--- config.mk ---
export PLATFORM = sky130hd
export DESIGN_NAME = chanRegBank
export DESIGN_NICKNAME = d
export VERILOG_FILES = /design/src/rtl/chanRegPkg.sv /design/src/rtl/chanRegCtrl.sv /design/src/rtl/chanRegData.sv /design/src/rtl/chanRegBank.sv
export SDC_FILE = /design/constraint.sdc
export NUM_CORES = 1
export LEC_CHECK = 0
export CAP_MARGIN = 40
export CORE_MARGIN = 4
export CORE_UTILIZATION = 40
export DETAILED_ROUTE_END_ITERATION = 16
export GPL_ROUTABILITY_DRIVEN = 0
export PLACE_DENSITY = 0.58
export SLEW_MARGIN = 20
export SYNTH_ARGS = -nofsm -noshare
export SYNTH_HDL_FRONTEND = slang
export SYNTH_HIERARCHICAL = 1
export SYNTH_SLANG_ARGS = --single-unit
export TNS_END_PERCENT = 100
--- constraint.sdc ---
create_clock -name clk -period 5.59 [get_ports clk]
set_input_delay 1.118 -clock clk [delete_from_list [all_inputs] [get_ports clk]]
set_output_delay 1.118 -clock clk [all_outputs]
set_load 0.01 [all_outputs]
--- src/rtl/chanRegPkg.sv ---
package chanRegPkg;
  localparam int ADDR_W   = 10;
  localparam int DATA_W   = 8;
  localparam int NUM_DATA = 4;
  localparam int NUM_CLK  = 2;
  localparam int NUM_CH   = NUM_DATA + NUM_CLK;
  localparam int CH_W     = $clog2(NUM_CH);
  localparam int NUM_LOC  = 3;
  localparam int NUM_GLB  = 2;

  localparam logic [ADDR_W-1:0] IDX_ADDR = 10'h005;
  localparam logic [DATA_W-1:0] IDX_DFLT = 8'h3F;

  // entry 0 is the rightmost element
  localparam logic [NUM_LOC-1:0][ADDR_W-1:0] LOC_ADDR = {10'h100, 10'h014, 10'h00D};
  localparam logic [NUM_LOC-1:0][DATA_W-1:0] LOC_MASK = {8'h0F, 8'hFF, 8'h3F};
  localparam logic [NUM_LOC-1:0][DATA_W-1:0] LOC_DFLT = {8'h05, 8'h01, 8'h00};

  localparam logic [NUM_GLB-1:0][ADDR_W-1:0] GLB_ADDR = {10'h109, 10'h008};
  localparam logic [NUM_GLB-1:0][DATA_W-1:0] GLB_MASK = {8'h07, 8'hFF};
  localparam logic [NUM_GLB-1:0][DATA_W-1:0] GLB_DFLT = {8'h02, 8'h00};

  typedef struct packed {
    logic               wrIdx;
    logic [NUM_GLB-1:0] wrGlb;
    logic [NUM_LOC-1:0] wrLoc;
    logic               rdStb;
    logic               rdIdx;
    logic [NUM_GLB-1:0] rdGlb;
    logic [NUM_LOC-1:0] rdLoc;
  } regStrobes_t;
endpackage

--- src/rtl/chanRegCtrl.sv ---
module chanRegCtrl
  import chanRegPkg::*;
(
  input  logic              wrEn,
  input  logic              rdEn,
  input  logic [ADDR_W-1:0] addr,
  output regStrobes_t       strobes
);
  logic               hitIdx;
  logic [NUM_GLB-1:0] hitGlb;
  logic [NUM_LOC-1:0] hitLoc;

  assign hitIdx = (addr == IDX_ADDR);

  for (genvar g = 0; g < NUM_GLB; g++) begin : gGlbDec
    assign hitGlb[g] = (addr == GLB_ADDR[g]);
  end

  for (genvar l = 0; l < NUM_LOC; l++) begin : gLocDec
    assign hitLoc[l] = (addr == LOC_ADDR[l]);
  end

  always_comb begin
    strobes.wrIdx = wrEn & hitIdx;
    strobes.wrGlb = {NUM_GLB{wrEn}} & hitGlb;
    strobes.wrLoc = {NUM_LOC{wrEn}} & hitLoc;
    strobes.rdStb = rdEn;
    strobes.rdIdx = rdEn & hitIdx;
    strobes.rdGlb = {NUM_GLB{rdEn}} & hitGlb;
    strobes.rdLoc = {NUM_LOC{rdEn}} & hitLoc;
  end
endmodule

--- src/rtl/chanRegData.sv ---
module chanRegData
  import chanRegPkg::*;
(
  input  logic              clk,
  input  logic              rstN,
  input  regStrobes_t       strobes,
  input  logic [DATA_W-1:0] wrData,
  output logic [DATA_W-1:0] rdData
);
  logic [NUM_CH-1:0] idxReg;
  logic [DATA_W-1:0] glbReg [NUM_GLB];
  logic [DATA_W-1:0] locReg [NUM_LOC][NUM_CH];
  logic [CH_W-1:0]   rdChan;
  logic [DATA_W-1:0] rdNext;

  always_ff @(posedge clk) begin
    if (!rstN)              idxReg <= IDX_DFLT[NUM_CH-1:0];
    else if (strobes.wrIdx) idxReg <= wrData[NUM_CH-1:0];
  end

  for (genvar g = 0; g < NUM_GLB; g++) begin : gGlbReg
    always_ff @(posedge clk) begin
      if (!rstN)                 glbReg[g] <= GLB_DFLT[g];
      else if (strobes.wrGlb[g]) glbReg[g] <= wrData & GLB_MASK[g];
    end
  end

  for (genvar l = 0; l < NUM_LOC; l++) begin : gLocReg
    for (genvar c = 0; c < NUM_CH; c++) begin : gChan
      always_ff @(posedge clk) begin
        if (!rstN)                              locReg[l][c] <= LOC_DFLT[l];
        else if (strobes.wrLoc[l] && idxReg[c]) locReg[l][c] <= wrData & LOC_MASK[l];
      end
    end
  end

  // one-hot index picks its channel, anything else falls back to channel A
  always_comb begin
    rdChan = '0;
    if ($countones(idxReg) == 1) begin
      for (int c = 0; c < NUM_CH; c++) begin
        if (idxReg[c]) rdChan = CH_W'(c);
      end
    end
  end

  always_comb begin
    rdNext = '0;
    if (strobes.rdIdx) rdNext = DATA_W'(idxReg);
    for (int g = 0; g < NUM_GLB; g++) begin
      if (strobes.rdGlb[g]) rdNext = glbReg[g];
    end
    for (int l = 0; l < NUM_LOC; l++) begin
      if (strobes.rdLoc[l]) rdNext = locReg[l][rdChan];
    end
  end

  always_ff @(posedge clk) begin
    if (!rstN)              rdData <= '0;
    else if (strobes.rdStb) rdData <= rdNext;
  end
endmodule

--- src/rtl/chanRegBank.sv ---
module chanRegBank
  import chanRegPkg::*;
(
  input  logic              clk,
  input  logic              rstN,
  input  logic              wrEn,
  input  logic              rdEn,
  input  logic [ADDR_W-1:0] addr,
  input  logic [DATA_W-1:0] wrData,
  output logic [DATA_W-1:0] rdData
);
  regStrobes_t strobes;

  chanRegCtrl i_ctrl (
    .wrEn    (wrEn),
    .rdEn    (rdEn),
    .addr    (addr),
    .strobes (strobes)
  );

  chanRegData i_data (
    .clk     (clk),
    .rstN    (rstN),
    .strobes (strobes),
    .wrData  (wrData),
    .rdData  (rdData)
  );
endmodule

==> After elaboration in Yosys (flattened, before gate mapping) <==
Memories as Yosys holds them, arrays and structs flattened.
Cells that the tools add are included.
{ "word_totals": {"regBits": 14, "memories": 2, "output_inout_bits": 8, "mem_bits_rw": 160, "word_cells": 164} }
{ "mem_list": {"columns": ["name", "words", "width", "read_ports", "rd_clocked_by_memory_dff", "write_ports", "line", "rtl"], "rows": [
  ["i_data.locReg", 3, 48, 3, 0, 3, "chanRegData.sv:12", "logic [DATA_W-1:0] locReg [NUM_LOC][NUM_CH];"],
  ["i_data.glbReg", 2, 8, 2, 0, 2, "chanRegData.sv:11", "logic [DATA_W-1:0] glbReg [NUM_GLB];"]
]} }
{ "op_classes": {"n_mux": 102, "order_cmp": 1, "bitwise": 27, "reduce_logical": 18, "n_eq_ne": 7, "addsub": 5} }
{ "op_table": {"columns": ["op", "n"], "rows": [
  ["8-bit two-way mux", 31],
  ["8-bit binary-select mux with 3-bit select", 3],
  ["32-bit adder", 2],
  ["1-bit two-way mux", 62],
  ["32-bit by 2-bit equality test with 1-bit output (second input constant)", 1],
  ["10-bit by 4-bit equality test with 1-bit output (second input constant)", 2],
  ["10-bit by 9-bit equality test with 1-bit output (second input constant)", 2],
  ["1-bit OR", 20],
  ["1-bit logical AND", 18],
  ["10-bit by 3-bit equality test with 1-bit output (second input constant)", 1],
  ["10-bit by 5-bit equality test with 1-bit output (second input constant)", 1],
  ["3-bit two-way mux", 3],
  ["1-bit by 1-bit adder with 2-bit output", 3],
  ["3-bit bitwise AND", 2],
  ["6-bit two-way mux", 1],
  ["2-bit bitwise AND", 2],
  ["4-bit greater-or-equal comparator (second input constant)", 1],
  ["2-bit two-way mux", 2],
  ["3-bit inverter with 4-bit output", 1],
  ["1-bit bitwise AND", 2]
]} }

==> Depth between registers and ports, before layout <==
{ "depth": {"word_depth": 13, "depth_mapped": 14, "ltp_nobuf": 12} }

==> Modules after synthesis <==
The synthesis kept the hierarchy.
{ "modules_own_cells": {"columns": ["mod", "n_inst", "cells_each", "area_each_um2"], "rows": [
  ["chanRegData", 1, 566, 6401.1],
  ["chanRegCtrl", 1, 29, 217.7]
]} }

==> Worst setup path after synthesis <==
OpenSTA, ideal clock, no wires.
{ "synth_timing": {"path_kind": "register to register", "start": "register i_data.idxReg[0]", "end": "register i_data.rdData[6]", "required_time_ps": 5465, "path_slack_ps": 1632, "setup_ps": 125, "path_stages_with_launch": 14, "arrival_ps": 3834, "path_cell_list": "dfxtp_1 > clkbuf_1 > inv_1 > fa_1 > fa_1 > inv_1 > ha_1 > fa_1 > or3b_2 > nor3_4 > mux2i_1 > nand2_1 > a311oi_1 > o31ai_1"} }
{ "synth_between": {"elab_chain_len": 12, "elab_cells_between_ends": 18} }
{ "synth_lines": {"columns": ["element", "line", "rtl"], "rows": [
  ["start, declared", "chanRegData.sv:10", "logic [NUM_CH-1:0] idxReg;"],
  ["start signal, assigned", "chanRegData.sv:17", "if (!rstN) idxReg <= IDX_DFLT[NUM_CH-1:0];"],
  ["start signal, assigned", "chanRegData.sv:18", "else if (strobes.wrIdx) idxReg <= wrData[NUM_CH-1:0];"],
  ["1-bit by 1-bit adder with 2-bit output (not written as such) *", "chanRegData.sv:40", "if ($countones(idxReg) == 1) begin"],
  ["32-bit adder (not written as such) * (2 in a row)", "chanRegData.sv:40", null],
  ["32-bit by 2-bit equality test with 1-bit output *", "chanRegData.sv:40", null],
  ["3-bit two-way mux *", "chanRegData.sv:40", null],
  ["3-bit inverter with 4-bit output (not written as such) *", "chanRegData.sv:54", "if (strobes.rdLoc[l]) rdNext = locReg[l][rdChan];"],
  ["8-bit binary-select mux with 3-bit select", "chanRegData.sv:54", null],
  ["8-bit two-way mux (not written as such) (2 in a row)", "chanRegData.sv:54", null],
  ["8-bit two-way mux (2 in a row)", "chanRegData.sv:54", null],
  ["8-bit two-way mux *", "chanRegData.sv:54", null],
  ["end signal, assigned", "chanRegData.sv:60", "else if (strobes.rdStb) rdData <= rdNext;"],
  ["end, declared", "chanRegData.sv:8", "output logic [DATA_W-1:0] rdData"]
]} }
Every way passes the cells marked *; elsewhere a longest branch is shown, timed or not. The select of a mux whose other input is x is not followed.
A chain may end at the register's enable or synchronous reset.

==> Worst setup path in the final report <==
{ "layout_timing": {"start": "register i_data.idxReg[3]", "end": "register i_data.rdData[0]"} }
{ "layout_between": {"elab_chain_len": 12, "elab_cells_between_ends": 21} }
{ "layout_lines": {"columns": ["element", "line"], "rows": [
  ["1-bit by 1-bit adder with 2-bit output (not written as such)", "chanRegData.sv:40"],
  ["32-bit adder (not written as such) (2 in a row)", "chanRegData.sv:40"],
  ["32-bit by 2-bit equality test with 1-bit output", "chanRegData.sv:40"],
  ["3-bit two-way mux *", "chanRegData.sv:40"],
  ["3-bit inverter with 4-bit output (not written as such) *", "chanRegData.sv:54"],
  ["8-bit binary-select mux with 3-bit select", "chanRegData.sv:54"],
  ["8-bit two-way mux (not written as such) (2 in a row)", "chanRegData.sv:54"],
  ["8-bit two-way mux (2 in a row)", "chanRegData.sv:54"],
  ["8-bit two-way mux *", "chanRegData.sv:54"]
]} }
Marked as above.

==> flow_metrics.py <==
metrics = {
    "place": {
        "dp_hpwl_um": 12800,
        "io_buffers": 29,
    },
    "global_routing": {
        "overflow": 0,
        "first_global_vias": 4740,
        "grt_usage_pct": 20.3,
        "antenna_found_initial": 0,
        "grt_max_degree": 60,
        "grt_pass1_wl_um": 27600,
    },
    "cells_and_area": {
        "area_growth_pct": 17.1,
        "final_cell_mix": "edfxtp_1, nand2_1, and2_1",
        "final_common_cell": "edfxtp_1",
        "layout.nets": 652,
        "drive_gt1_share_pct": 10.2,
        "insertedDiodeCount": 0,
        "utilization_pct": 48.3,
        "nFillCells": 1452,
    },
    "synthesis": {
        "syn_inst": 595,
        "yosys_most_used_dff": "edfxtp_1",
        "seq_area_frac_synth_pct": 58.2,
        "ys_types": 55,
        "synth.largest_area_cell": "edfxtp_1",
        "synthArstFlopShare_pct": 0,
        "avgSynthCellArea_um2": 11.1,
        "yosysWarnings": 6,
        "synth_edf_count": 119,
        "netlist_area_um2": 6620,
        "ys_ff_latch": 133,
        "synthTopCellsByArea": "edfxtp_1, and2_1, nand2_1",
        "synth_top_area_share_pct": 54.0,
        "synth_nets": 621,
    },
    "critical_path": {
        "critPathSlowestCell": "nor3b_2",
        "endpoint_kind": "register",
        "path_cells": "inv_1 -> fa_1 -> fa_1 -> inv_1 -> ha_1 -> fa_1 -> nor3b_2 -> o31ai_4 -> or2_1 -> o221ai_1 -> a31oi_1 -> a2111o_1",
        "crit_family": "adder cells",
        "cp_max_fo": 17,
        "crit_type": "reg -> reg",
        "cp_num_buf_inv": 2,
        "critPathMostFrequentCell": "fa_1",
        "worstRegToRegCells": 12,
        "required_ns": 5.89,
        "critPathLaunchType": "register",
        "path_depth": 12,
        "max_stage_delay_ns": 0.69,
        "arrival_ns": 5.09,
    },
    "worst_hold_path": {
        "holdPathStages": 2,
        "hold_class": "reg -> reg",
    },
    "clocking": {
        "ctsResizeCount": 0,
        "cts_sinks": 133,
        "htreeDepth": 4,
        "clk_latency_ns": 0.43,
        "postCtsHoldBufs": 0,
        "cts_made_buffers": 17,
        "clock_path_buffers": 2,
        "cts_tree": "done",
        "post-cts-setup-buffers": 0,
        "clk_pin_slew_ns": 0.06,
        "cts_root_buf": "clkbuf_16",
    },
    "drt": {
        "vias": 4759,
        "drt-total-wl_um": 18100,
        "avgRoutedWirePerCell_um": 21.1,
        "ant_nets": 0,
        "via_per_inst": 5.57,
        "remaining_drc_errors": 0,
        "drtIter0Drc": 472,
        "firstDrtPassIters": 5,
    },
    "floorplan": {
        "die_w_um": 137,
        "die_y_um": 137,
        "num_rows": 46,
        "start_util_pct": 41.2,
        "die_area_um2": 18700,
        "ioPinCount": 30,
        "core_um2": 16100,
    },
    "sta": {
        "slew_violations": 0,
        "period_needed_ns": 4.78,
        "fin_crit_sh_pct": 85.6,
        "slew_headroom_pct": 41.7,
        "rsz0062_at_grt": "no",
        "skew_ns": 0.0160,
        "max_freq_ghz": 0.209,
        "finalSetupTns_ns": 0,
        "worst_slew_pin_slew_ns": 0.875,
        "finalHoldViolations": 0,
        "setup_violations": 0,
    },
    "outcome": {
        "status": "finished, final reports clean",
    },
    "power_and_ir_drop": {
        "vdd_drop_max_mv": 0.214,
        "power_density_nw_per_um2": 292,
        "leakagePower_nw": 2.83,
    },
    "job": {
        "cap_violations": 0,
    },
}
[final timing paths]
path,startpoint,end,slack (ns)
worst max-delay path,i_data/idxReg[3],i_data/rdData[0],0.81
worst min-delay path,i_data/rdData[5],i_data/rdData[5],0.50
worst max register to register,i_data/idxReg[3],i_data/rdData[0],0.81
worst min register to register,i_data/rdData[5],i_data/rdData[5],0.50
[report_power, final]
part	switching, mW	internal (mW)
clock network	0.448	0.620
logic	0.0563	0.0266
registers	0.00877	1.10
total	0.513	1.75
[metrics by stage]
stage	instances	instance area, µm²	worst slack (ns)	hold WS (ns)	power [mW]
6_report	855	7750	0.806	0.496	2.26
5_1_grt	855	7750	0.523	0.521	2.33
4_1_cts	854	7750	0.836	0.498	2.28
3_5_place_dp	822	7180	0.877	0.490	1.22
3_3_place_gp	819	7140	1.08	0.475	1.21
2_1_floorplan	595	6620	1.63	0.482	1.17
[per-layer routing]
layer | up-vias | track usage (%) | share of wire, %
li1 | 2222 | - | -
met1 | 2359 | 26.0 | 43
met2 | 150 | 33.4 | 49
met3 | 28 | 5.48 | 5.8
met4 | 0 | 6.89 | 2.3
met5 | - | 0 | 0
[synth_stat cells, types with 2 or more instances]
| cell type | count |
|---|---|
| and3_1 | 25 |
| edfxtp_1 | 119 |
| o21ai_0 | 17 |
| a311oi_1 | 2 |
| buf_2 | 5 |
| a22oi_1 | 3 |
| a221oi_1 | 6 |
| and2_1 | 91 |
| nand3_1 | 2 |
| mux2i_1 | 25 |
| o2bb2ai_1 | 3 |
| nand2_1 | 101 |
| a2111o_1 | 4 |
| inv_1 | 14 |
| a221o_1 | 2 |
| nand3b_1 | 6 |
| or3_1 | 2 |
| nor2_1 | 23 |
| nand2b_1 | 10 |
| nor3b_2 | 2 |
| nor2b_1 | 2 |
| fa_1 | 3 |
| clkbuf_1 | 27 |
| or4bb_1 | 2 |
| dfxtp_1 | 14 |
| o211ai_1 | 5 |
| a32oi_1 | 3 |
| nor3_1 | 9 |
| nor4_1 | 5 |
| or3b_2 | 3 |
| o22ai_1 | 6 |
| o31a_1 | 4 |
| o31ai_1 | 2 |
| a31oi_1 | 10 |
| a21oi_1 | 12 |
| o221ai_1 | 4 |
| o21ai_1 | 4 |
[layout make-up]
class | count | area [µm²] | area share (%)
Multi-Input combinational cell | 414 | 2580 | 33.3
Tap cell | 216 | 270 | 3.49
Timing Repair Buffer | 46 | 424 | 5.47
Inverter | 14 | 52.6 | 0.678
Clock buffer | 17 | 425 | 5.49
Clock inverter | 15 | 144 | 1.86
Sequential cell | 133 | 3850 | 49.7
[state kept, by name, indices dropped and copies added, names as in the netlist]
name           flops
i_data/idxReg      6
i_data/glbReg     11
i_data/locReg    108
i_data/rdData      8
[worst register-to-register path: cells and delay by family, from the launching register on]
kind | cells | cell delay, ns
and+or+nand+nor | 2 | 1.06
AOI/OAI and AO/OA | 4 | 1.08
buffers and inverters | 2 | 0.24
DFF | 1 | 0.62
adders and majority gates | 4 | 1.69
[cell families (layout without fill, tap and decap cells)]
kind of cell | Yosys count | count (layout) | share of synthesized area (%)
compound gates | 88 | 88 | 9.36
fa+ha+maj | 4 | 4 | 1.10
buf+inv | 48 | 92 | 2.99
flops | 133 | 133 | 58.2
mux | 25 | 25 | 3.78
simple gates | 297 | 297 | 24.6
No activity file was read; power rests on OpenSTA's default activity.
